File: config.mk
export PLATFORM = sky130hd
export DESIGN_NAME = e1_sa_buffer
export DESIGN_NICKNAME = d
export VERILOG_FILES = /design/src/rtl/e1sa_pkg.sv /design/src/rtl/e1sa_frame_ctr.sv /design/src/rtl/e1sa_tx.sv /design/src/rtl/e1sa_rx.sv /design/src/rtl/e1_sa_buffer.sv
export SDC_FILE = /design/constraint.sdc
export NUM_CORES = 1
export LEC_CHECK = 0
export BUFFER_PORTS_ARGS = -buffer_cell sky130_fd_sc_hd__buf_2
export CAP_MARGIN = 20
export CORE_AREA = 2 2 105 183
export DETAILED_ROUTE_END_ITERATION = 7
export DIE_AREA = 0 0 107 185
export PLACE_DENSITY = 0.55
export SLEW_MARGIN = 10
export SYNTH_ARGS = -nofsm -noshare
export SYNTH_HDL_FRONTEND = slang
export SYNTH_SLANG_ARGS = --single-unit
export TNS_END_PERCENT = 100
File: constraint.sdc
create_clock -name clk -period 8.94 [get_ports clk]
set_clock_uncertainty 0.1 [all_clocks]
set_input_delay 1.788 -clock clk [delete_from_list [all_inputs] [get_ports clk]]
set_output_delay 1.788 -clock clk [all_outputs]
set_load 0.02 [all_outputs]
File: src/rtl/e1sa_pkg.sv
package e1sa_pkg;

    localparam int SA_LANES     = 5;
    localparam int SA_BITS      = 8;
    localparam int MF_FRAMES    = 16;
    localparam int FRM_W        = $clog2(MF_FRAMES);
    localparam int POS_W        = 3;
    localparam int SA_POS_FIRST = 3;
    localparam int LANE_W       = $clog2(SA_LANES);
    localparam int BITSEL_W     = $clog2(SA_BITS);
    localparam int RD_W         = POS_W + 1;

    typedef logic [SA_BITS-1:0]                sa_byte_t;
    typedef logic [SA_LANES-1:0][SA_BITS-1:0]  sa_bank_t;
    typedef logic [FRM_W-1:0]                  frame_num_t;

    typedef struct packed {
        logic       enter_zero;
        logic       leave_last;
        logic       nfas;
        frame_num_t num;
    } frame_info_t;

    typedef struct packed {
        logic             stb;
        logic [POS_W-1:0] pos;
    } ts0_slot_t;

    function automatic logic is_sa_pos(input logic [POS_W-1:0] pos);
        return int'(pos) >= SA_POS_FIRST;
    endfunction

    function automatic logic [LANE_W-1:0] lane_of(input logic [POS_W-1:0] pos);
        logic [POS_W-1:0] d;
        d = pos - POS_W'(SA_POS_FIRST);
        return d[LANE_W-1:0];
    endfunction

    // odd frame f carries bit (SA_BITS-1) - (f-1)/2, MSB first
    function automatic logic [BITSEL_W-1:0] bit_of_frame(input frame_num_t f);
        return BITSEL_W'(SA_BITS-1) - f[FRM_W-1:1];
    endfunction

endpackage

File: src/rtl/e1sa_frame_ctr.sv
module e1sa_frame_ctr
    import e1sa_pkg::*;
(
    input  logic        clk,
    input  logic        rst,
    input  logic        frame_stb,
    input  logic        mf_align,
    input  logic        mf_lock,
    output frame_info_t info,
    output logic        mf_clean
);

    frame_num_t num_q;
    frame_num_t num_nx;
    logic       bnd;
    logic       clean_q;

    assign bnd    = frame_stb | mf_align;
    assign num_nx = mf_align ? '0 : num_q + FRM_W'(1);

    always_ff @(posedge clk) begin
        if (rst) begin
            num_q   <= '0;
            clean_q <= 1'b0;
        end else begin
            if (bnd) begin
                num_q <= num_nx;
            end
            if (!mf_lock) begin
                clean_q <= 1'b0;
            end else if (bnd && (num_nx == '0)) begin
                clean_q <= 1'b1;
            end
        end
    end

    assign info.enter_zero = bnd && (num_nx == '0);
    assign info.leave_last = bnd && (num_q == FRM_W'(MF_FRAMES-1));
    assign info.nfas       = num_q[0];
    assign info.num        = num_q;
    assign mf_clean        = clean_q;

endmodule

File: src/rtl/e1sa_tx.sv
module e1sa_tx
    import e1sa_pkg::*;
(
    input  logic             clk,
    input  logic             rst,
    input  logic             wr_en,
    input  logic [POS_W-1:0] wr_idx,
    input  sa_byte_t         wr_data,
    input  logic             load_shadow,
    input  logic             nfas,
    input  frame_num_t       fnum,
    input  ts0_slot_t        slot,
    output sa_bank_t         host_bank,
    output sa_bank_t         shadow_bank,
    output logic             tx_valid,
    output logic             tx_bit
);

    logic [LANE_W-1:0]   lane;
    logic [BITSEL_W-1:0] bsel;

    for (genvar g = 0; g < SA_LANES; g++) begin : g_lane
        sa_byte_t host_q;
        sa_byte_t shad_q;

        always_ff @(posedge clk) begin
            if (rst) begin
                host_q <= '1;
            end else if (wr_en && (wr_idx == POS_W'(g))) begin
                host_q <= wr_data;
            end
        end

        always_ff @(posedge clk) begin
            if (rst) begin
                shad_q <= '1;
            end else if (load_shadow) begin
                shad_q <= host_q;
            end
        end

        assign host_bank[g]   = host_q;
        assign shadow_bank[g] = shad_q;
    end

    assign lane     = lane_of(slot.pos);
    assign bsel     = bit_of_frame(fnum);
    assign tx_valid = slot.stb && nfas && is_sa_pos(slot.pos);

    always_comb begin
        tx_bit = 1'b0;
        if (tx_valid && (int'(lane) < SA_LANES)) begin
            tx_bit = shadow_bank[lane][bsel];
        end
    end

endmodule

File: src/rtl/e1sa_rx.sv
module e1sa_rx
    import e1sa_pkg::*;
(
    input  logic      clk,
    input  logic      rst,
    input  logic      nfas,
    input  logic      leave_last,
    input  logic      mf_lock,
    input  logic      mf_clean,
    input  ts0_slot_t slot,
    input  logic      rx_bit,
    output sa_bank_t  rn_bank,
    output logic      rx_ready
);

    logic              capture;
    logic              commit;
    logic [LANE_W-1:0] lane;

    assign lane    = lane_of(slot.pos);
    assign capture = slot.stb && mf_lock && nfas && is_sa_pos(slot.pos);
    assign commit  = leave_last && mf_clean && mf_lock;

    for (genvar g = 0; g < SA_LANES; g++) begin : g_lane
        sa_byte_t sr_q;
        sa_byte_t rn_q;

        always_ff @(posedge clk) begin
            if (rst) begin
                sr_q <= '0;
                rn_q <= '0;
            end else begin
                if (commit) begin
                    rn_q <= sr_q;
                end
                if (capture && (lane == LANE_W'(g))) begin
                    sr_q <= {sr_q[SA_BITS-2:0], rx_bit};
                end
            end
        end

        assign rn_bank[g] = rn_q;
    end

    always_ff @(posedge clk) begin
        if (rst) begin
            rx_ready <= 1'b0;
        end else begin
            rx_ready <= commit;
        end
    end

endmodule

File: src/rtl/e1_sa_buffer.sv
module e1_sa_buffer
    import e1sa_pkg::*;
(
    input  logic              clk,
    input  logic              rst,
    input  logic              frame_stb,
    input  logic              mf_align,
    input  logic              mf_lock,
    input  logic              ts0_stb,
    input  logic [POS_W-1:0]  ts0_pos,
    input  logic              rx_bit,
    output logic              tx_sa_valid,
    output logic              tx_sa_bit,
    input  logic              wr_en,
    input  logic [POS_W-1:0]  wr_addr,
    input  logic [SA_BITS-1:0] wr_data,
    input  logic [RD_W-1:0]   rd_addr,
    output logic [SA_BITS-1:0] rd_data,
    output logic              rx_ready
);

    frame_info_t      info;
    logic             mf_clean;
    ts0_slot_t        slot;
    frame_num_t       fnum;
    sa_bank_t         host_bank;
    sa_bank_t         shadow_bank;
    sa_bank_t         rn_bank;
    logic [POS_W-1:0] rd_idx;
    logic             rd_rx;

    assign slot.stb = ts0_stb;
    assign slot.pos = ts0_pos;
    assign fnum     = info.num;

    e1sa_frame_ctr u_frame (
        .clk       (clk),
        .rst       (rst),
        .frame_stb (frame_stb),
        .mf_align  (mf_align),
        .mf_lock   (mf_lock),
        .info      (info),
        .mf_clean  (mf_clean)
    );

    e1sa_tx u_tx (
        .clk         (clk),
        .rst         (rst),
        .wr_en       (wr_en),
        .wr_idx      (wr_addr),
        .wr_data     (wr_data),
        .load_shadow (info.enter_zero),
        .nfas        (info.nfas),
        .fnum        (fnum),
        .slot        (slot),
        .host_bank   (host_bank),
        .shadow_bank (shadow_bank),
        .tx_valid    (tx_sa_valid),
        .tx_bit      (tx_sa_bit)
    );

    e1sa_rx u_rx (
        .clk        (clk),
        .rst        (rst),
        .nfas       (info.nfas),
        .leave_last (info.leave_last),
        .mf_lock    (mf_lock),
        .mf_clean   (mf_clean),
        .slot       (slot),
        .rx_bit     (rx_bit),
        .rn_bank    (rn_bank),
        .rx_ready   (rx_ready)
    );

    assign rd_idx = rd_addr[POS_W-1:0];
    assign rd_rx  = rd_addr[POS_W];

    always_comb begin
        rd_data = '0;
        if (int'(rd_idx) < SA_LANES) begin
            rd_data = rd_rx ? rn_bank[rd_idx] : host_bank[rd_idx];
        end
    end

endmodule

Word level (Yosys, flattened, before mapping)
Index checks and enable logic that the tools add are counted.
Widths: inputs -> output; s select.
{"block": "totals", "regBits": 166, "latch_bits": 0, "ram_bits": 0, "romBits": 0, "in_bits": 26, "out_inout_bits": 11, "word_cells": 79, "n_memories": 0}
{"block": "op_classes", "add_sub_neg": 3, "mul": 0, "div": 0, "order_cmp": 6, "eq_ne": 9, "shift": 0, "n_mux": 12, "n_bitwise": 2, "n_reduce_logical": 24}
{"cell": "$bmux 8 s3", "n": 3}
{"cell": "$mux 8", "n": 5}
{"cell": "$logic_and 1x1->1", "n": 20}
{"cell": "$eq 3x2->1 const B", "n": 4}
{"cell": "$lt 3x4->1 const B", "n": 3}
{"cell": "$eq 3x1->1 const B", "n": 2}
{"cell": "$eq 3x3->1 const B", "n": 2}
{"cell": "$logic_not 3->1", "n": 2}
{"cell": "$lt 3x3->1 const B", "n": 2}
{"cell": "$add 4x1->4 const B", "n": 1}
{"cell": "$eq 4x4->1 const B", "n": 1}
{"cell": "$logic_not 4->1", "n": 1}
{"cell": "$mux 4", "n": 1}
{"cell": "$bmux 1 s3", "n": 1}
{"cell": "$ge 3x2->1 const B", "n": 1}
{"cell": "$sub 3x2->3 const B", "n": 1}
{"cell": "$sub 3x3->3 const A", "n": 1}
{"cell": "$mux 1", "n": 2}
{"cell": "$reduce_or 2->1", "n": 1}
{"cell": "$not 1->1", "n": 1}
{"cell": "$or 1x1->1", "n": 1}

Depth between registers and ports, before layout
Gate-level depths: netlist (run 1).
{"block": "depth", "ltp_word": 6, "depth_mapped": 10, "mapped_depth_nobuf": 7}

Hierarchy
Synthesis (run 1) repeated with hierarchy kept, for this count alone.
{"block": "unflattened", "hier_cells": 792, "area_unflattened_um2": 7628.6}
{"module": "e1sa_tx", "instances": 1, "cells_each": 368, "area_per_inst_um2": 3488.3, "seq_area_each_um2": 1601.5}
{"module": "e1sa_rx", "instances": 1, "cells_each": 319, "area_per_inst_um2": 3004.1, "seq_area_each_um2": 1621.6}
{"module": "e1_sa_buffer", "instances": 1, "cells_each": 77, "area_per_inst_um2": 869.6, "seq_area_each_um2": 0.0}
{"module": "e1sa_frame_ctr", "instances": 1, "cells_each": 28, "area_per_inst_um2": 266.5, "seq_area_each_um2": 100.1}

Worst setup path before layout (run 1)
No wires, ideal clock.
{"block": "synth_timing", "path_type": "input to output", "start": "input ts0_pos[0]", "end": "output tx_sa_bit", "t_arrival_ns": 3.857, "required_time_ns": 7.052, "setup_slack_ns": 3.195, "cell_stages": 10, "n_path_buf": 3, "path_cell_list": "buf_6 buf_6 inv_1 ha_1 buf_6 and3b_1 a221oi_1 a311oi_1 a31oi_1 o311ai_1"}
{"block": "synth_via", "elab_chain_len": 6, "word_cells_on_any_way": 10, "classes_between": "add/sub: 1; order compare: 2; mux: 5; reduce/logical: 2"}
{"element": "start, declared", "line_no": "e1_sa_buffer.sv:10", "text": "input logic [POS_W-1:0] ts0_pos,"}
{"element": "$sub 3x2->3", "line_no": "e1sa_pkg.sv:35", "text": "d = pos - POS_W'(SA_POS_FIRST);"}
{"element": "$bmux 8 s3", "line_no": "e1sa_tx.sv:53", "text": "tx_bit = shadow_bank[lane][bsel];"}
{"element": "$mux 8 (not written as such)", "line_no": "e1sa_tx.sv:53"}
{"element": "$bmux 1 s3", "line_no": "e1sa_tx.sv:53"}
{"element": "$mux 1 (not written as such)", "line_no": "e1sa_tx.sv:53"}
{"element": "$mux 1 *", "line_no": "e1sa_tx.sv:52", "text": "if (tx_valid && (int'(lane) < SA_LANES)) begin"}
{"element": "end, declared", "line_no": "e1_sa_buffer.sv:13", "text": "output logic tx_sa_bit,"}
Every way passes the cells marked *; elsewhere a longest branch is shown, timed or not. The select of a mux whose other input is x is not followed.

Final worst setup path (run 1)
Same ends and word-level chain as after synthesis.

==> impl_results.md, run 1 <==
* Post-CTS setup buffers at 0
* WP data required at 7.05 ns
* WL per Instance at 19.3 um
* HP Class: flop to flop
* Crit share post-route at 70.7%
* Leakage at 2.88 nW
* DR vias/cell at 5.50
* WL final at 20300 um
* Tightest Pin Transition at 0.865 ns
* Final hold viol count at 0
* Placed inst area at 7560 um2
* GRT Overall Usage at 21.0%
* Worst Reg-to-Reg Cells at 6
* Max-slew violations at 0
* CP most frequent cell: buf_2
* Hold path endpoint: u_rx.g_lane[3].rn_q[6]
* Slowest-stage cell, CP: mux4_1
* Worst r2r src: u_frame.num_q[1]
* Port bufs at 36
* Worst hold slack at 0.352 ns
* First-pass GRT wire length at 31100 um
* DR iter-0 viols at 375
* Clk root buf: clkbuf_16
* Crit end category: output pin
* Gr ovfl total at 0
* Cts hold-fix bufs at 0
* Max Fclk at 158 MHz
* DRC errors left at 0
* Flop and latch count out of synthesis at 166
* VDD IR max at 0.123 mV
* Synth Instances at 807
* Via count at 5780
* Initial cell density of the core at 40.2%
* Initial antenna violation count at 0
* Predominant post-synthesis flop cell: dfxtp_1
* Slew HR at 42.3%
* Post-cts sizing count at 0
* Worst path buffer plus inverter count at 3
* Top cell family by delay on the critical path: buffers and inverters
* Core area at 18400 um2
* Row count at 66
* NumNets Final at 835
* Post-synthesis cell type count at 50
* CTS tree: done
* Unrepaired setup endpoints after global routing: false
* Final core utilization at 44.2%
* R2R Setup Slk at 6.33 ns
* CP max stage delay at 0.60 ns
* Die Ht at 185 um
* CP max FO at 21
* Largest net degree at the start of global routing at 86
* Clk_lat worst skew at 0.43 ns
* Setup TNS at 0 ns
* Drt pass-1 iters at 5
* WS Path Type: input port to output pin
* CTS sink cnt at 166
* Area Overhead vs Synth at 9.93%
* RR Endpoint: u_tx.g_lane[2].shad_q[3]
* Total nets after synthesis at 840
* Status: completed
* EDFF count, synth at 0
* GP Congestion at 0.819
* Post-DRT Antenna Nets at 0
* CP startpoint kind: input port
* Cell Pwr Density at 201 nW/um2
* H-tree depth at 4
* Final setup viols at 0
* Ant. Diodes at 0
* Number of buffers created by CTS at 17
* Min-delay src: u_rx.g_lane[3].rn_q[6]
* Area of the die at 19800 um2
* Cell chain of the critical path: buf_2 -> inv_1 -> ha_1 -> mux4_1 -> a221oi_1 -> a311oi_1 -> a31oi_1 -> o311ai_1 -> buf_2
* Crit path DAT at 4.44 ns
* Yosys warnings at 0
* Top-Level Pins at 37
* Post-synth ARST share at 0%
* Die W at 107 um
* HPWL Detailed at 14500 um
* Max clock buf depth at 2
* Tmin final at 6.32 ns
* Reg clk slew, reported paths at 0.06 ns
* Total design power at 0.00164 W
* Max cap viols at 0
* Share of cells above drive strength 1 at 15.9%
* Design area at 8140 um2
* Register area share after synthesis at 44.9%
* Vias in the first global route at 5599
* Mean post-synth cell area at 9.18 um2
* Critical path depth at 9
* Synth Cell Area at 7410 um2
* WHS Path Cells at 2
[cells by family after synthesis]
logic type | share of synthesized area, %
buffers and inverters | 5.29
AND/OR/NAND/NOR | 23.5
adder cells (fa/ha/maj) | 1.18
multiplexers | 8.67
XOR/XNOR | 0.591
flip-flops | 44.9
AO/OA/AOI/OAI | 15.9
[layout by cell type (no fill, tap or decap), types with 2 or more instances in the layout]
| master | synthesis | final |
|---|---|---|
| a2111oi_0 | 2 | 2 |
| a211o_1 | 29 | 29 |
| a211o_2 | 28 | 28 |
| a21oi_1 | 72 | 72 |
| a221oi_1 | 8 | 8 |
| a31oi_1 | 8 | 8 |
| and2b_1 | 2 | 2 |
| and2b_2 | 3 | 3 |
| and3_1 | 2 | 2 |
| buf_2 | 8 | 35 |
| buf_4 | 5 | 6 |
| bufinv_16 | 0 | 3 |
| clkbuf_16 | 0 | 17 |
| clkinv_2 | 0 | 2 |
| clkinv_4 | 0 | 2 |
| clkinvlp_4 | 0 | 4 |
| dfxtp_1 | 166 | 166 |
| ha_1 | 7 | 7 |
| inv_1 | 5 | 5 |
| mux2i_1 | 21 | 21 |
| mux4_2 | 18 | 18 |
| nand2_1 | 174 | 174 |
| nand3_1 | 37 | 37 |
| nand3b_1 | 26 | 26 |
| nor2_1 | 24 | 24 |
| nor2_2 | 2 | 2 |
| nor2b_1 | 61 | 61 |
| nor3_1 | 10 | 9 |
| o21ai_0 | 10 | 10 |
| or3_1 | 2 | 2 |
| xnor2_1 | 2 | 2 |
| xor2_1 | 3 | 3 |
[stage by stage]
| stage | setup WS [ns] | std cells |
|---|---|---|
| final | 2.62 | 1051 |
| after global routing | 2.45 | 1051 |
| after CTS | 2.60 | 1051 |
| after detailed placement | 2.61 | 1021 |
| after global placement | 2.68 | 1021 |
| after floorplan | 3.20 | 807 |
[final cells by class]
class / count / area [um2]
clock buffer: 18 / 429
clock inverter: 12 / 156
fill: 1829 / 10300
inverter: 5 / 18.8
multi-input combinational: 571 / 3700
sequential: 166 / 3320
tap: 238 / 298
timing repair buffer: 41 / 220
[worst max path at each step]
| stage | startpoint | to |
|---|---|---|
| after floorplan | ts0_pos[0] | tx_sa_bit |
| after global placement | ts0_pos[0] | tx_sa_bit |
| after detailed placement | ts0_pos[0] | tx_sa_bit |
| after CTS | ts0_pos[0] | tx_sa_bit |
| after global routing | ts0_pos[0] | tx_sa_bit |
| final | ts0_pos[0] | tx_sa_bit |
[Yosys cell counts, drive strengths merged, types with 3 or more instances]
cell type,number,area [um2]
dfxtp,166,3320
and2b,5,41.3
a31oi,9,71.3
xor2,3,26.3
nand3,38,195
mux2i,21,210
a211o,57,534
buf,21,168
nand3b,26,195
a221oi,8,70.1
clkbuf,44,205
ha,7,87.6
a211oi,3,40.0
inv,5,18.8
nor2b,61,382
o21ai,10,50.1
nor2,26,103
nor3,10,50.1
nand2,174,653
mux4,19,432
a21oi,72,360
[worst reg2reg max path, cell delays in order (launching register included)]
cell and delay, ns:
dfxtp_1 0.57, ha_1 0.29, xnor2_1 0.12, a31oi_4 0.14, buf_4 0.61, and2b_2 0.37, a211o_2 0.30
[power breakdown]
| part | internal [W] | leakage [nW] | switching (W) | total [W] |
|---|---|---|---|---|
| sequential | 0.000758 | 1.35 | 0.0000165 | 0.000775 |
| clock | 0.000436 | 0.274 | 0.000300 | 0.000737 |
| combinational | 0.0000513 | 1.26 | 0.0000771 | 0.000128 |
[per-layer routing]
layer  vias up  share of wire, %  GRT usage (%)
met1      2818                36           20.8
met4         0               3.1           8.62
met5         -                 0              0
met3        30               3.4           3.45
met2       121                58           42.1
li1       2811                 -              -
[state kept, by name, indices dropped and copies added, names as in the netlist]
register            cells
u_rx.g_lane.rn_q       40
u_rx.g_lane.sr_q       40
u_tx.g_lane.host_q     40
u_tx.g_lane.shad_q     40
u_frame.num_q           4
u_frame.mf_clean        1
u_rx.rx_ready           1
Note: power is estimated with default switching activity, not from simulation.
==> run 2: changes to the inputs <==
==> constraint.sdc (replaced) <==
create_clock -name clk -period 6.45 [get_ports clk]
set_clock_uncertainty 0.1 [all_clocks]
set_input_delay 1.29 -clock clk [delete_from_list [all_inputs] [get_ports clk]]
set_output_delay 1.29 -clock clk [all_outputs]
set_load 0.02 [all_outputs]
==> run 2 against run 1 <==
  * Global-route usage about the same
  * Cell count about the same
  * Critical path depth unchanged
  * Critical endpoint unchanged
  * Largest cell class unchanged
  * Largest power group unchanged
  * Highest routed layer unchanged
==> impl_results.md, run 2 (synthesis results as in run 1) <==
* Status: completed
* Unrepaired setup endpoints after global routing: false
* HPWL Detailed at 14500 um
* R2R Setup Slk at 3.71 ns
* WHS Path Cells at 2
* Top-Level Pins at 37
* Placed cells at 1021
* Sw power at 0.000546 W
* Core area at 18400 um2
* Clk root buf: clkbuf_16
* WS Path Type: input port to output pin
* HP Class: flop to flop
* Port bufs at 36
* Number of buffers created by CTS at 17
* GRT Overall Usage at 21.1%
* CP max stage delay at 0.60 ns
* Largest net degree at the start of global routing at 91
* Crit share post-route at 81.9%
* H-tree depth at 4
* Initial cell density of the core at 40.2%
* Final setup viols at 0
* Top cell family by delay on the critical path: buffers and inverters
* WL per Instance at 19.2 um
* Min-delay src: u_rx.g_lane[4].sr_q[7]
* Tmin final at 5.28 ns
* Cell Pwr Density at 284 nW/um2
* Design area at 8200 um2
* Commonest non-fill, non-tap cells in the layout: nand2_1, dfxtp_1, a21oi_1, nor2b_1, nand3_1
* Tightest Pin Transition at 0.879 ns
* Worst Reg-to-Reg Cells at 7
* WP data required at 5.06 ns
* WL final at 20200 um
* Sw Ratio at 23.5%
* Worst path buffer plus inverter count at 3
* Max Fclk at 189 MHz
* Area Overhead vs Synth at 10.8%
* Gr ovfl total at 0
* Die W at 107 um
* Share of cells above drive strength 1 at 16.0%
* RR Endpoint: u_tx.g_lane[2].shad_q[4]
* Comb pwr share at 7.7%
* CTS tree: done
* Int Pwr at 0.00178 W
* Hold path endpoint: u_rx.g_lane[4].rn_q[7]
* Post-CTS setup buffers at 0
* Worst r2r src: u_frame.num_q[1]
* Drt pass-1 iters at 7
* VDD IR max at 0.159 mV
* Post-DRT Antenna Nets at 0
* Vias in the first global route at 5654
* Initial antenna violation count at 0
* DR vias/cell at 5.56
* Cts hold-fix bufs at 0
* Area of the die at 19800 um2
* Commonest non-fill, non-tap cell in the layout: nand2_1
* Max-slew violations at 0
* Slowest-stage cell, CP: mux4_1
* Max clock buf depth at 2
* GP Congestion at 0.868
* Layout fillers at 1799
* Slew HR at 41.4%
* CP startpoint kind: input port
* Final Non-Filler Cells at 1052
* Clock Power Share at 46.1%
* Crit end category: output pin
* First-pass GRT wire length at 31000 um
* Sequential power share at 46.2%
* CTS sink cnt at 166
* Via count at 5844
* Placed inst area at 7560 um2
* Leakage at 2.91 nW
* Clk_lat worst skew at 0.42 ns
* Setup TNS at 0 ns
* DRC errors left at 0
* Cell chain of the critical path: buf_2 -> inv_1 -> ha_1 -> mux4_1 -> a221oi_1 -> a311oi_1 -> a31oi_1 -> o311ai_1 -> buf_2
* Reg clk slew, reported paths at 0.06 ns
* Crit path DAT at 3.89 ns
* Ant. Diodes at 0
* CP max FO at 21
* NumNets Final at 836
* Max cap viols at 0
* Die Ht at 185 um
* Post-cts sizing count at 0
* DR iter-0 viols at 252
* Row count at 66
* CP most frequent cell: buf_2
* Final hold viol count at 0
run 2: cell types whose count changed in the layout (fill, tap and decap cells not counted), sizes merged:
cell    change
clkbuf      +1
clkinv      -2
buf         +1
bufinv      +1
run 2: metal layers:
metal	routed length [um]	global-route usage, %	vias to the layer above
li1	-	-	2819
met5	0	0	-
met2	11500	41.2	102
met1	7280	21.0	2887
met3	637	3.80	36
met4	751	9.77	0
run 2: final cells by class:
cell class / count / area [um2] / area share, %
Clock buffer: 19 / 443 / 5.40
Clock inverter: 11 / 176 / 2.15
Inverter: 5 / 18.8 / 0.229
Multi-Input combinational cell: 571 / 3700 / 45.1
Sequential cell: 166 / 3320 / 40.5
Tap cell: 238 / 298 / 3.63
Timing Repair Buffer: 42 / 248 / 3.02
run 2: worst max path at each step:
| stage | cells past startpoint | slack [ns] | start | to |
|---|---|---|---|---|
| 3_3_place_gp | 9 | 1.19 | ts0_pos[0] | tx_sa_bit |
| 4_1_cts | 9 | 1.13 | ts0_pos[0] | tx_sa_bit |
| 5_1_grt | 9 | 0.98 | ts0_pos[0] | tx_sa_bit |
| 2_1_floorplan | 10 | 1.70 | ts0_pos[0] | tx_sa_bit |
| 6_report | 9 | 1.17 | ts0_pos[0] | tx_sa_bit |
| 3_5_place_dp | 9 | 1.13 | ts0_pos[0] | tx_sa_bit |
run 2: through the flow:
stage | util, % | power [W] | worst slack, ns | hold slack [ns]
floorplan | - | 0.00122 | 1.70 | 0.330
global placement | 41.0 | 0.00127 | 1.19 | 0.339
detailed placement | 41.0 | 0.00128 | 1.13 | 0.347
CTS | 44.4 | 0.00234 | 1.13 | 0.355
global route | 44.5 | 0.00240 | 0.978 | 0.373
finish | 44.5 | 0.00233 | 1.17 | 0.350
run 2: power groups by stage:
stage               clock network (W)  registers, W  logic, W
floorplan                           0       0.00108  0.000139
global placement                    0       0.00110  0.000173
detailed placement                  0       0.00110  0.000178
global route                  0.00113       0.00108  0.000198
CTS                           0.00109       0.00107  0.000179
finish                        0.00107       0.00107  0.000180
run 2: worst register-to-register path, cell delays in order (launching register included):
cell and delay [ns]:
dfxtp_1 0.57, ha_1 0.30, xnor2_1 0.12, a31oi_4 0.37, buf_16 0.23, buf_4 0.39
and2b_2 0.27, a211o_2 0.29
==> run 3: changes to the inputs <==
--- a/config.mk
+++ b/config.mk
@@ -10,7 +10,7 @@
 export CORE_AREA = 2 2 105 183
 export DETAILED_ROUTE_END_ITERATION = 7
 export DIE_AREA = 0 0 107 185
-export PLACE_DENSITY = 0.55
+export PLACE_DENSITY = 0.58
 export SLEW_MARGIN = 10
 export SYNTH_ARGS = -nofsm -noshare
 export SYNTH_HDL_FRONTEND = slang
==> constraint.sdc (replaced) <==
create_clock -name clk -period 4.5 [get_ports clk]
set_clock_uncertainty 0.1 [all_clocks]
set_input_delay 0.9 -clock clk [delete_from_list [all_inputs] [get_ports clk]]
set_output_delay 0.9 -clock clk [all_outputs]
set_load 0.02 [all_outputs]
==> run 3 against run 2 <==
  * Die area unchanged
  * Wire length decreased by 2.4%
  * Sequential cell count unchanged
  * Cell area decreased by 0.56%
  * Setup slack got worse by 0.81 ns
  * Total power increased by 36%
  * Non-clock buffer count increased by 5
  * Critical path depth unchanged
  * First-iteration DRC count decreased by 0.79%
  * Register-to-register slack got worse by 1.6 ns
  * Largest cell class unchanged
==> impl_results.md, run 3 (synthesis results as in run 1) <==
* Status: completed
* Drt pass-1 iters at 5
* First-pass GRT wire length at 30900 um
* GRT Overall Usage at 20.9%
* Die W at 107 um
* CP max stage delay at 0.60 ns
* Cell Pwr Density at 388 nW/um2
* Post-cts sizing count at 0
* Clock Power Share at 43.4%
* Area of the die at 19800 um2
* Sequential power share at 48.5%
* Final setup viols at 0
* Commonest non-fill, non-tap cells in the layout: nand2_1, dfxtp_1, a21oi_1, nor2b_1, nand3_1
* Sw power at 0.000822 W
* R2R Setup Slk at 2.14 ns
* Slowest-stage cell, CP: ha_1
* Cts hold-fix bufs at 0
* Max clock buf depth at 2
* DR vias/cell at 5.43
* Clk root buf: clkbuf_16
* CP max FO at 14
* Largest net degree at the start of global routing at 94
* CTS tree: done
* Worst path buffer plus inverter count at 2
* Initial antenna violation count at 0
* VDD IR max at 0.233 mV
* Crit end category: output pin
* Tmin final at 4.15 ns
* Post-DRT Antenna Nets at 0
* CTS sink cnt at 166
* Commonest non-fill, non-tap cell in the layout: nand2_1
* Row count at 66
* Sw Ratio at 25.9%
* Via count at 5751
* WS Path Type: input port to output pin
* WL final at 19700 um
* DRC errors left at 0
* Max-slew violations at 0
* Int Pwr at 0.00235 W
* Initial cell density of the core at 40.2%
* CP startpoint kind: input port
* H-tree depth at 4
* Cell chain of the critical path: buf_2 -> ha_1 -> ha_1 -> and3b_1 -> a221oi_1 -> a311oi_1 -> a31oi_1 -> o311ai_1 -> buf_2
* Top cell family by delay on the critical path: adder cells
* Number of buffers created by CTS at 17
* Crit share post-route at 92.1%
* Share of cells above drive strength 1 at 16.8%
* HPWL Detailed at 14000 um
* Core area at 18400 um2
* Final hold viol count at 0
* Top-Level Pins at 37
* Post-CTS setup buffers at 0
* Die Ht at 185 um
* Setup TNS at 0 ns
* Area Overhead vs Synth at 10.1%
* Comb pwr share at 8.1%
* Clk_lat worst skew at 0.43 ns
* Leakage at 2.90 nW
* Reg clk slew, reported paths at 0.06 ns
* GP Congestion at 0.804
* WL per Instance at 18.6 um
* Port bufs at 36
* HP Class: flop to flop
* Vias in the first global route at 5604
* Tightest Pin Transition at 0.978 ns
* Slew HR at 34.8%
* Worst hold slack at 0.354 ns
* DR iter-0 viols at 250
* Max Fclk at 241 MHz
* Total design power at 0.00317 W
* Crit path DAT at 3.15 ns
* Ant. Diodes at 0
* Max cap viols at 0
* NumNets Final at 841
* Unrepaired setup endpoints after global routing: false
* WP data required at 3.50 ns
* Gr ovfl total at 0
* Final core utilization at 44.3%
==> run 3: cell types whose count changed in the layout (fill, tap and decap cells not counted), sizes merged <==
cell	delta
bufinv	-4
inv	+6
buf	+5
==> run 3: final cells by class <==
cell class              instances  area, um2
flip-flops and latches        166       3320
inverters                       5       18.8
clock inverters                13        111
multi-input cells             571       3700
clock buffers                  19        443
well taps                     238        298
repair buffers                 47        265
fillers                      1857      10300
==> run 3: metrics by stage <==
stage	instances	worst slack, ns	instance area [um2]
2_1_floorplan	807	0.531	7410
3_3_place_gp	1027	0.345	7600
3_5_place_dp	1027	0.342	7600
4_1_cts	1059	0.341	8160
5_1_grt	1059	0.164	8160
6_report	1059	0.354	8160
==> run 3: routing by layer <==
| layer | GRT usage [%] | part of all wire, % | wire length [um] | up-vias |
|---|---|---|---|---|
| met3 | 3.10 | 2.7 | 522 | 43 |
| met1 | 21.0 | 37 | 7220 | 2785 |
| met4 | 11.1 | 4.2 | 827 | 0 |
| li1 | - | - | - | 2825 |
| met2 | 40.4 | 56 | 11100 | 98 |
| met5 | 0 | 0 | 0 | - |
==> run 3: final timing paths <==
kind / from / to / cells after the start
worst max-delay path: ts0_pos[0] / tx_sa_bit / 9
worst max register to register: u_frame.num_q[1] / u_tx.g_lane[2].shad_q[4] / 6
worst min register to register: u_rx.g_lane[2].sr_q[7] / u_rx.g_lane[2].rn_q[7] / 2
worst min-delay path: u_rx.g_lane[2].sr_q[7] / u_rx.g_lane[2].rn_q[7] / 2
==> run 3: power groups by stage <==
stage                     registers [W]  clock network, W  logic (W)
after CTS                       0.00154           0.00141   0.000259
final                           0.00154           0.00137   0.000257
after global placement          0.00157                 0   0.000255
after detailed placement        0.00157                 0   0.000258
after global routing            0.00154           0.00148   0.000282
after floorplan                 0.00155                 0   0.000199
==> run 3: worst register-to-register path, stage by stage (launching register included) <==
cell and delay (ns):
dfxtp_1 0.57, ha_1 0.29, xnor2_1 0.11, a31oi_4 0.16
buf_4 0.41, and2b_2 0.32, a211o_2 0.30
